File: config.mk
export PLATFORM = sky130hd
export DESIGN_NAME = tdm_tx3
export DESIGN_NICKNAME = d
export VERILOG_FILES = /design/src/rtl/tdm_tx_pkg.sv /design/src/rtl/tx_lane.sv /design/src/rtl/tx_slot_ctl.sv /design/src/rtl/tx_flags.sv /design/src/rtl/tdm_tx3.sv
export SDC_FILE = /design/constraint.sdc
export NUM_CORES = 1
export LEC_CHECK = 0
export BUFFER_PORTS_ARGS = -buffer_cell sky130_fd_sc_hd__buf_2
export CAP_MARGIN = 20
export CORE_MARGIN = 2
export CORE_UTILIZATION = 50
export CTS_BUF_LIST = sky130_fd_sc_hd__clkbuf_4 sky130_fd_sc_hd__clkbuf_8 sky130_fd_sc_hd__clkbuf_16
export CTS_CLUSTER_DIAMETER = 200
export CTS_CLUSTER_SIZE = 16
export DETAILED_ROUTE_END_ITERATION = 6
export GPL_TIMING_DRIVEN = 0
export PLACE_DENSITY = 0.66
export REMOVE_ABC_BUFFERS = 1
export SYNTH_ARGS = -nofsm -noshare
export SYNTH_HDL_FRONTEND = slang
export SYNTH_SLANG_ARGS = --single-unit
File: constraint.sdc
create_clock -name clk -period 4.05 [get_ports clk]
set_input_delay 1.0125 -clock clk [delete_from_list [all_inputs] [get_ports clk]]
set_output_delay 1.0125 -clock clk [all_outputs]
set_load 0.1 [all_outputs]
File: src/rtl/tdm_tx_pkg.sv
package tdm_tx_pkg;
  localparam int HOLD_W   = 24;
  localparam int SLOT_MAX = 32;
  localparam int TX_LANES = 3;
  localparam int NB_W     = $clog2(SLOT_MAX + 1);

  typedef enum logic [1:0] {
    MODE_NORMAL = 2'd0,
    MODE_NET    = 2'd1,
    MODE_DEMAND = 2'd2,
    MODE_NET_B  = 2'd3
  } tx_mode_e;

  typedef struct packed {
    tx_mode_e            mode;
    logic                sync;
    logic [TX_LANES-1:0] ch_en;
    logic                lsb_first;
    logic                align_lo;
    logic [2:0]          wl;
  } tx_ctrl_t;

  localparam int CTRL_W = $bits(tx_ctrl_t);

  // bits per slot word for a length code
  function automatic logic [NB_W-1:0] word_bits(input logic [2:0] wl);
    case (wl)
      3'd0:       return NB_W'(8);
      3'd1:       return NB_W'(12);
      3'd2:       return NB_W'(16);
      3'd4, 3'd5: return NB_W'(32);
      default:    return NB_W'(24);
    endcase
  endfunction

  // slot word right-justified, most significant transmitted bit at [n-1]
  function automatic logic [SLOT_MAX-1:0] pack_word(input logic [HOLD_W-1:0] h,
                                                    input logic [2:0] wl,
                                                    input logic align_lo);
    logic [SLOT_MAX-1:0] w;
    w = '0;
    case (wl)
      3'd0:    w[7:0]  = align_lo ? h[15:8] : h[23:16];
      3'd1:    w[11:0] = align_lo ? h[15:4] : h[23:12];
      3'd2:    w[15:0] = align_lo ? h[15:0] : h[23:8];
      3'd4:    w = {h, {8{h[0]}}};
      3'd5:    w = {{8{h[23]}}, h};
      default: w[23:0] = h;
    endcase
    return w;
  endfunction

  // place the first bit to send at the top of the shift register
  function automatic logic [SLOT_MAX-1:0] stage_word(input logic [SLOT_MAX-1:0] w,
                                                     input logic [NB_W-1:0] n,
                                                     input logic lsb_first);
    logic [SLOT_MAX-1:0] r;
    if (lsb_first) begin
      for (int i = 0; i < SLOT_MAX; i++) r[i] = w[SLOT_MAX-1-i];
    end else begin
      r = w << (NB_W'(SLOT_MAX) - n);
    end
    return r;
  endfunction
endpackage

File: src/rtl/tx_lane.sv
module tx_lane
  import tdm_tx_pkg::*;
(
  input  logic              clk,
  input  logic              rst_n,
  input  logic              wr_hold,
  input  logic [HOLD_W-1:0] wr_val,
  input  logic              load,
  input  logic              lane_en,
  input  logic              shift,
  input  logic [2:0]        wl,
  input  logic              align_lo,
  input  logic              lsb_first,
  input  logic [NB_W-1:0]   nbits,
  output logic              full,
  output logic              sdo,
  output logic              drive
);
  logic [HOLD_W-1:0]   hold_q;
  logic [SLOT_MAX-1:0] sh_q;
  logic                full_q, drive_q;

  always_ff @(posedge clk) begin
    if (!rst_n) begin
      hold_q  <= '0;
      sh_q    <= '0;
      full_q  <= 1'b0;
      drive_q <= 1'b0;
    end else begin
      if (load) begin
        sh_q    <= stage_word(pack_word(hold_q, wl, align_lo), nbits, lsb_first);
        drive_q <= lane_en;
        if (lane_en) full_q <= 1'b0;
      end else if (shift) begin
        sh_q <= sh_q << 1;
      end
      if (wr_hold) begin
        hold_q <= wr_val;
        full_q <= 1'b1;
      end
    end
  end

  assign full  = full_q;
  assign sdo   = sh_q[SLOT_MAX-1];
  assign drive = drive_q;
endmodule

File: src/rtl/tx_slot_ctl.sv
module tx_slot_ctl
  import tdm_tx_pkg::*;
#(
  parameter int MASK_W = 32
) (
  input  logic              clk,
  input  logic              rst_n,
  input  logic              bit_en,
  input  logic              slot_go,
  input  logic              frame_go,
  input  tx_mode_e          mode,
  input  logic [MASK_W-1:0] mask,
  input  logic              null_wr,
  input  logic [NB_W-1:0]   nbits,
  input  logic              od_ready,
  output logic              slot_start,
  output logic              load,
  output logic              active,
  output logic              shift,
  output logic              fs_od
);
  localparam int IDX_W = $clog2(MASK_W);

  logic [IDX_W-1:0] idx_q, idx_d;
  logic [NB_W-1:0]  cnt_q;
  logic             active_q, null_q, fs_q;
  logic             net_mode, ext_start, od_start, mask_ok;

  always_comb begin
    net_mode   = (mode == MODE_NET) || (mode == MODE_NET_B);
    ext_start  = bit_en && slot_go && (mode != MODE_DEMAND);
    od_start   = bit_en && (mode == MODE_DEMAND) && !active_q && od_ready;
    slot_start = ext_start || od_start;
    if (net_mode) idx_d = frame_go ? '0 : idx_q + 1'b1;
    else          idx_d = '0;
    mask_ok    = net_mode ? mask[idx_d] : 1'b1;
    load       = slot_start && mask_ok && (!null_q || od_start);
    shift      = bit_en && active_q && (cnt_q != '0) && !slot_start;
  end

  always_ff @(posedge clk) begin
    if (!rst_n) begin
      idx_q    <= '0;
      cnt_q    <= '0;
      active_q <= 1'b0;
      null_q   <= 1'b0;
      fs_q     <= 1'b0;
    end else begin
      fs_q <= od_start;
      if (slot_start) begin
        idx_q    <= idx_d;
        null_q   <= 1'b0;
        active_q <= load;
        cnt_q    <= nbits - 1'b1;
      end else if (bit_en && active_q) begin
        if (cnt_q == '0) active_q <= 1'b0;
        else             cnt_q    <= cnt_q - 1'b1;
      end
      if (null_wr) null_q <= 1'b1;
    end
  end

  assign active = active_q;
  assign fs_od  = fs_q;
endmodule

File: src/rtl/tx_flags.sv
module tx_flags (
  input  logic clk,
  input  logic rst_n,
  input  logic load,
  input  logic any_empty,
  input  logic allow_tue,
  input  logic all_written,
  input  logic hold_wr_evt,
  input  logic null_wr,
  input  logic stat_rd,
  output logic tde,
  output logic tue,
  output logic clr_armed
);
  logic tde_q, tue_q, armed_q, wseen_q;

  always_ff @(posedge clk) begin
    if (!rst_n) begin
      tde_q   <= 1'b1;
      tue_q   <= 1'b0;
      armed_q <= 1'b0;
      wseen_q <= 1'b0;
    end else begin
      if (load)                          tde_q <= 1'b1;
      else if (all_written || null_wr)   tde_q <= 1'b0;

      if (load && any_empty && allow_tue) begin
        tue_q   <= 1'b1;
        armed_q <= 1'b0;
        wseen_q <= 1'b0;
      end else if (armed_q && (null_wr || (wseen_q && all_written))) begin
        tue_q   <= 1'b0;
        armed_q <= 1'b0;
        wseen_q <= 1'b0;
      end else begin
        if (stat_rd && tue_q)      armed_q <= 1'b1;
        if (armed_q && hold_wr_evt) wseen_q <= 1'b1;
      end
    end
  end

  assign tde       = tde_q;
  assign tue       = tue_q;
  assign clr_armed = armed_q;
endmodule

File: src/rtl/tdm_tx3.sv
module tdm_tx3
  import tdm_tx_pkg::*;
#(
  parameter int MASK_W = 32,
  parameter int ADDR_W = 3
) (
  input  logic                clk,
  input  logic                rst_n,
  input  logic                wr_en,
  input  logic [ADDR_W-1:0]   wr_addr,
  input  logic [31:0]         wr_data,
  input  logic                stat_rd,
  input  logic                bit_en,
  input  logic                slot_go,
  input  logic                frame_go,
  output logic [TX_LANES-1:0] sdo,
  output logic [TX_LANES-1:0] sdo_oe,
  output logic                tx0_active,
  output logic                fs_od,
  output logic                tde,
  output logic                tue
);
  localparam int NCH = TX_LANES;
  localparam logic [ADDR_W-1:0] A_CTRL  = ADDR_W'(0);
  localparam logic [ADDR_W-1:0] A_MASK  = ADDR_W'(1);
  localparam logic [ADDR_W-1:0] A_NULL  = ADDR_W'(2);
  localparam logic [ADDR_W-1:0] A_HOLD0 = ADDR_W'(3);

  tx_ctrl_t          ctrl_q;
  logic [MASK_W-1:0] mask_q;
  logic [NCH-1:0]    eff_en, hold_wr, full, drive;
  logic [NB_W-1:0]   nbits;

  // named event wires, used by the logic and by the checker
  logic ctrl_wr, null_wr, hold_wr_evt, all_written, any_empty, od_ready;
  logic slot_start, load, active, shift, clr_armed, sync_mode, mode_demand;

  always_ff @(posedge clk) begin
    if (!rst_n) begin
      ctrl_q <= '0;
      mask_q <= '1;
    end else if (wr_en) begin
      if (wr_addr == A_CTRL) ctrl_q <= tx_ctrl_t'(wr_data[CTRL_W-1:0]);
      if (wr_addr == A_MASK) mask_q <= wr_data[MASK_W-1:0];
    end
  end

  assign ctrl_wr     = wr_en && (wr_addr == A_CTRL);
  assign null_wr     = wr_en && (wr_addr == A_NULL);
  assign sync_mode   = ctrl_q.sync;
  assign mode_demand = (ctrl_q.mode == MODE_DEMAND);
  assign nbits       = word_bits(ctrl_q.wl);

  for (genvar i = 0; i < NCH; i++) begin : g_lane
    if (i == 0) begin : g_base
      assign eff_en[i] = ctrl_q.ch_en[i];
    end else begin : g_sync_only
      assign eff_en[i] = ctrl_q.ch_en[i] && ctrl_q.sync;
    end
    assign hold_wr[i] = wr_en && (wr_addr == A_HOLD0 + ADDR_W'(i));

    tx_lane u_lane (
      .clk       (clk),
      .rst_n     (rst_n),
      .wr_hold   (hold_wr[i]),
      .wr_val    (wr_data[HOLD_W-1:0]),
      .load      (load),
      .lane_en   (eff_en[i]),
      .shift     (shift),
      .wl        (ctrl_q.wl),
      .align_lo  (ctrl_q.align_lo),
      .lsb_first (ctrl_q.lsb_first),
      .nbits     (nbits),
      .full      (full[i]),
      .sdo       (sdo[i]),
      .drive     (drive[i])
    );
    assign sdo_oe[i] = active && drive[i];
  end

  assign hold_wr_evt = |(hold_wr & eff_en);
  assign all_written = (eff_en != '0) && (&(full | ~eff_en));
  assign any_empty   = |(eff_en & ~full);
  assign od_ready    = all_written;
  assign tx0_active  = ctrl_q.sync && !eff_en[NCH-1] && sdo_oe[0];

  tx_slot_ctl #(.MASK_W(MASK_W)) u_slot (
    .clk        (clk),
    .rst_n      (rst_n),
    .bit_en     (bit_en),
    .slot_go    (slot_go),
    .frame_go   (frame_go),
    .mode       (ctrl_q.mode),
    .mask       (mask_q),
    .null_wr    (null_wr),
    .nbits      (nbits),
    .od_ready   (od_ready),
    .slot_start (slot_start),
    .load       (load),
    .active     (active),
    .shift      (shift),
    .fs_od      (fs_od)
  );

  tx_flags u_flags (
    .clk         (clk),
    .rst_n       (rst_n),
    .load        (load),
    .any_empty   (any_empty),
    .allow_tue   (!mode_demand),
    .all_written (all_written),
    .hold_wr_evt (hold_wr_evt),
    .null_wr     (null_wr),
    .stat_rd     (stat_rd),
    .tde         (tde),
    .tue         (tue),
    .clr_armed   (clr_armed)
  );
endmodule

; Yosys cells after proc, flatten, opt, wreduce, memory -nomap -nowiden
; Cells that the tools add are included.
[classes]
addsub = 4
n_lt_le_gt_ge = 1
n_eq_ne = 14
n_shift = 3
muxes = 88
bitwise_logic = 6
n_reduce_logical = 69
[ops]
columns = cell, n
row1 = 2-to-1 mux 32 bit, 9
row2 = 2-to-1 mux 8 bit, 21
row3 = case mux 8 bit (2 select lines), 6
row4 = case mux 8 bit (4 select lines), 3
row5 = left shift 32 x 6 -> 32 bit, 3
row6 = 2-to-1 mux 16 bit, 3
row7 = 2-to-1 mux 4 bit, 12
row8 = case mux 4 bit (4 select lines), 3
row9 = 2-to-1 mux 12 bit, 3
row10 = case mux 4 bit (3 select lines), 3
row11 = logical AND 1 bit, 28
row12 = case mux 6 bit (4 select lines), 1
row13 = nonzero test 2 bit, 11
row14 = 2-to-1 mux 1 bit, 18
row15 = 2-to-1 mux 6 bit, 3
row16 = AND reduction 2 bit, 7
row17 = equality test 3 bit (second input constant), 4
row18 = OR reduction 3 bit, 4
row19 = subtractor 6 x 1 -> 6 bit (second input constant), 2
row20 = 2-to-1 mux 5 bit, 2
row21 = equality test 3 x 2 -> 1 bit (second input constant), 3
row22 = AND 3 bit, 2
row23 = equality test 3 x 1 -> 1 bit (second input constant), 2
row24 = logical NOT 3 bit, 2
row25 = other kinds (17), 30
[word_totals]
ff_bits = 235
inputBits = 42
out_inout_bits = 10
wordCells = 213

; Logic depth before layout (Yosys ltp)
[depth]
ltp_word = 14
ltp_mapped = 16
ltp_nobuf = 10

; Hierarchy
; A second synthesis with hierarchy kept.
[hier_totals]
cells_unflattened = 2496
area_unflattened_um2 = 19926.6
[by_module_without_submodules]
columns = module, n_inst, cells_each, area_per_inst_um2, seq_area_each_um2
row1 = tx_lane, 3, 696, 5551.6, 1161.1
row2 = tdm_tx3, 1, 222, 1833.0, 860.8
row3 = tx_slot_ctl, 1, 170, 1273.7, 280.3
row4 = tx_flags, 1, 16, 165.2, 80.1

; Worst setup path before layout
; No wires, ideal clock.
[synth_path]
kind = register to register
start = reg ctrl_q[2] in the netlist's numbering
end = reg g_lane[1].u_lane.sh_q[29]
setup_ps = 70
arrival_time_ps = 3440
required_ps = 3980
setup_slack_ps = 539
stages_incl_launch_ff = 16
path_buffers = 8
synth_period_minus_slack_ps = 3511
cell_sequence = dfxtp_1 clkbuf_1 nor3b_2 inv_1 clkbuf_1 clkbuf_1 buf_1 ha_1 clkbuf_1 xor2_1 buf_2 buf_1 clkbuf_1 a21oi_1 a221o_1 a21oi_1
[synth_via]
elab_chain_cells = 8
word_cells_on_any_way = 28
cone_classes = 1 x add/sub / 4 x eq/ne / 1 x shift / 18 x mux / 4 x reduce/logical
[synth_lines]
columns = element, line_no
row1 = from (decl), tdm_tx3.sv:29  ; tx_ctrl_t ctrl_q;
row2 = from (signal assigned), tdm_tx3.sv:43  ; if (wr_addr == A_CTRL) ctrl_q <= tx_ctrl_t'(wr_data[CTRL_W-1:0]);
row3 = branches (longest 6 deep; another with subtractor 6 bit), -
row4 = 2-to-1 mux 32 bit (*), tdm_tx_pkg.sv:58  ; if (lsb_first) begin
row5 = 2-to-1 mux 32 bit (*), tx_lane.sv:30  ; if (load) begin
row6 = to (signal assigned), tx_lane.sv:31  ; sh_q <= stage_word(pack_word(hold_q, wl, align_lo), nbits, lsb_first);
row7 = to (signal assigned), tx_lane.sv:35  ; sh_q <= sh_q << 1;
row8 = to (decl), tx_lane.sv:20  ; logic [SLOT_MAX-1:0] sh_q;
; Every way passes the cells marked *. The select of a mux whose other input is x is not followed.
; A chain may end at the register's enable or synchronous reset.

; Worst setup path after layout
[layout_path]
start = reg ctrl_q[1] in the netlist's numbering
end = reg g_lane[2].u_lane.sh_q[22]
[layout_via]
elab_chain_cells = 8
word_cells_on_any_way = 28
cone_classes = 1 x add/sub / 4 x eq/ne / 1 x shift / 18 x mux / 4 x reduce/logical
[layout_lines]
columns = element, line_no
row1 = branches (longest 6 deep; another with subtractor 6 bit), -
row2 = 2-to-1 mux 32 bit (*), tdm_tx_pkg.sv:58
row3 = 2-to-1 mux 32 bit (*), tx_lane.sv:30
row4 = to (signal assigned), tx_lane.sv:31
row5 = to (signal assigned), tx_lane.sv:35
row6 = to (decl), tx_lane.sv:20
; Marks and branches as above.

==> PnR_summary.wiki <==
{| class="wikitable"
! Metric !! Value
|-
| Status || finished with violations
|-
| R2R setup slack || 0.02 ns
|-
| Max_slew headroom || 0.268
|-
| Setup CP Type || flip-flop to flip-flop
|-
| Most common library cell in the layout ignoring fill and taps || nand2_1
|-
| Data arrival time of the critical path || 4.45 ns
|-
| Detailed-route wire length on metal 1 || 23300 µm
|-
| Pre-CTS setup slack || -2.24 ns
|-
| Clock skew || 0.0127 ns
|-
| Proportion of synthesized flip-flops having asynchronous set or reset || 0
|-
| Detailed router's first-iteration violation count || 2321
|-
| Area of the mapped netlist || 0.0152 mm²
|-
| Setup repair after global routing missed its margin || false
|-
| R2R Path Start || ctrl_q[1]
|-
| Input/output buffers || 51
|-
| Horizontal extent of the die || 178 µm
|-
| Number of enable-type register cells in the synthesized netlist || 0
|-
| Pwr per Cell Area || 300 mW/mm²
|-
| Routed length on met2 || 23500 µm
|-
| Number of antenna violations at the first check in global routing || 0
|-
| # IOs || 52
|-
| R2r worst-path depth || 12
|-
| CTS Hold Bufs || 0
|-
| Placement-stage cell area || 0.0157 mm²
|-
| Tot GR Track Use || 0.341
|-
| Hpwl dp || 37500 µm
|-
| Count of state elements after synthesis || 235
|-
| Core ar. || 0.0297 mm²
|-
| H-tree lvl count || 1
|-
| Reported max-cap violation count || 0
|-
| Avg Synthesized Cell Area || 7.27 µm²
|-
| Fill count || 2854
|-
| Post-Synthesis Cells || 2084
|-
| Number of global-route vias before repair || 14300
|-
| Number of pins with negative max-slew slack in the final report || 0
|-
| WP data required || 4.46 ns
|-
| Yosys warning total || 0
|-
| Starting density of the core || 0.510
|-
| Residual overflow from global routing || 0
|-
| Via-to-Cell Ratio || 6.79
|-
| DRC viols || 21
|-
| Pin count of the biggest net entering global routing || 118
|-
| Transition time at the pin with the least slew margin || 1.09 ns
|-
| Worst VDD drop || 0.358 mV
|-
| Clock Tree Root || clkbuf_16
|-
| Num CTS Buffers || 18
|-
| Uppermost signal routing layer after detailed routing || met4
|-
| Worst-skew pair later-pin latency || 0.51 ns
|-
| Share of the clock period used by the worst path after layout || 0.996
|-
| Total via count after detailed routing || 16200
|-
| DRT Wirelength || 55200 µm
|-
| Time the worst path needs with I/O delays and setup || 4.03 ns
|-
| Fraction of the yosys area taken by sequential cells || 0.310
|-
| Count of unique library cells instantiated by Yosys || 77
|-
| Cell depth of the worst hold path || 2
|-
| Wire length of the first global-routing pass || 84800 µm
|-
| HP Start || g_lane[2].u_lane.drive
|-
| Standby leakage power || 0.00571 µW
|-
| Final number of setup-violating endpoints || 0
|-
| Fin cells || 2379
|-
| Primary flip-flop cell chosen by synthesis mapping || dfxtp_1
|-
| DIE AREA || 0.0317 mm²
|-
| Startpoint of the most critical setup path || ctrl_q[1]
|-
| Number of detailed-route iterations in the first pass || 7
|-
| Setup slack after layout || 0.0150 ns
|-
| Met3 Wirelength || 6080 µm
|-
| Endpoint class of the critical path || flip-flop
|-
| Height of the die || 178 µm
|-
| Inserted Diodes || 0
|-
| Hold/Removal Path Class || flip-flop to flip-flop
|-
| CTS clock-pin slew for the worst setup and hold paths || 0.07 ns
|-
| Number of nets in the layout || 2032
|-
| Layout overhead on the synthesized area || 8.56%
|-
| Final hold viol count || 0
|-
| Startpoint type of the worst setup path || flip-flop
|-
| Violations in the final reports || DRC
|-
| Row count || 63
|-
| Post-route cell area || 0.0165 mm²
|-
| RR Endpoint || g_lane[2].u_lane.sh_q[22]
|-
| Buffer depth of the longest clock path || 3
|-
| Total number of clock tree sinks || 235
|-
| Share of post-route cells with drive strength above 1 || 0.0985
|-
| Weighted congestion at the end of routability-driven global placement || 0.983
|-
| End point of the worst hold path || g_lane[2].u_lane.drive
|-
| Post-detailed-route count of antenna-violating nets || 0
|-
| WL/cell || 23.2 µm
|-
| Max frequency || 248 MHz
|-
| Clock tree from TritonCTS || built
|-
| Placed Cells incl. Taps || 2341
|-
| Leading cell types in the layout, fill and taps excluded || nand2_1 (483), dfxtp_1 (230), a21oi_1 (191)
|-
| Largest fanout of any net on the critical path || 40
|}
==> synth_stat cells (20+ instances only) <==
cell type  number  share of area
o22ai_1        48          0.020
mux2_2         26          0.019
a21oi_1       191          0.063
clkbuf_1      137          0.034
a31oi_1        24         0.0099
a21o_1         23          0.011
mux2i_1        80          0.053
a211oi_1       35          0.017
a221oi_1       38          0.022
dfxtp_1       235           0.31
a311oi_1       53          0.031
buf_2          55          0.018
o21ai_0        73          0.024
nand2b_1       21         0.0087
nand2_1       486           0.12
nor2_1        137          0.034
nor3_1         25         0.0083
a22o_1         20          0.012
nand3_1        88          0.029
a22oi_1        20         0.0099
==> flip-flops by register name, summed over array words and instances, names as in the netlist, 3 cells and up <==
register / flops
g_lane.u_lane.sh_q: 96
g_lane.u_lane.hold_q: 72
mask_q: 32
ctrl_q: 10
u_slot.cnt_q: 6
u_slot.idx_q: 5
g_lane.u_lane.drive: 3
g_lane.u_lane.full: 3
==> worst max path at each step <==
stage | to | slack, ns | cells past startpoint
after floorplan | g_lane[2].u_lane.sh_q[22] | -4.13 | 9
after global routing | g_lane[2].u_lane.sh_q[22] | 0.004 | 12
final | g_lane[2].u_lane.sh_q[22] | 0.02 | 12
after CTS | g_lane[2].u_lane.sh_q[22] | 0.04 | 12
after global placement | g_lane[1].u_lane.sh_q[2] | -9.01 | 10
after detailed placement | g_lane[2].u_lane.sh_q[22] | -2.24 | 11
==> per-layer routing <==
metal,up-vias,GRT usage
li1,7375,-
met1,7575,0.478
met2,1053,0.509
met3,162,0.0737
met4,0,0.129
met5,-,0
==> stage by stage <==
stage | util | hold slack (ns) | TNS (ns) | power (µW)
6_report | 0.554 | 0.452 | 0 | 4930
5_1_grt | 0.554 | 0.474 | 0 | 5110
4_1_cts | 0.549 | 0.454 | 0 | 4930
3_5_place_dp | 0.527 | 0.444 | -124.65 | 3250
3_3_place_gp | 0.504 | 0.436 | -1149.57 | 3220
2_1_floorplan | - | 0.425 | -349.70 | 2960
==> cell type report <==
cell class | count | area, µm² | share of cell area
Timing Repair Buffer | 97 | 1080 | 0.0656
Multi-Input combinational cell | 1619 | 9600 | 0.583
Clock inverter | 1 | 7.51 | 0.000456
Tap cell | 390 | 488 | 0.0297
Sequential cell | 235 | 4720 | 0.287
Inverter | 16 | 68.8 | 0.00418
Clock buffer | 21 | 490 | 0.0298
==> critical path: stages, from the launching register on <==
cell,delay (ns)
dfxtp_4,0.55
buf_16,0.29
or3b_2,0.63
o21ai_4,0.18
ha_4,0.27
xor2_4,0.12
buf_4,0.20
buf_16,0.17
nor3_1,0.68
nand3_1,0.17
a32oi_1,0.34
nor2_1,0.07
a311oi_1,0.22
==> kinds of logic (layout without fill, tap and decap cells) <==
kind of cell	after synthesis	after routing	share of synthesized area
mux	110	110	0.0781
compound gates	661	661	0.302
flops	235	235	0.310
xor+xnor	14	14	0.00809
buf+inv	230	135	0.0640
simple gates	830	830	0.234
fa+ha+maj	4	4	0.00314
==> report_power, final <==
group          switching, µW  internal, µW
Clock                    834           853
Combinational            496           272
Sequential              80.9          2400
==> timing repair <==
| item | in CTS | in global routing |
|---|---|---|
| buffers inserted | 8 | 3 |
| cloned | 1 | 0 |
| setup endpoints to repair | 96 | 15 |
| pin swaps | 3 | 1 |
| gates resized for setup | 16 | 4 |
No activity file was read; power rests on OpenSTA's default activity.
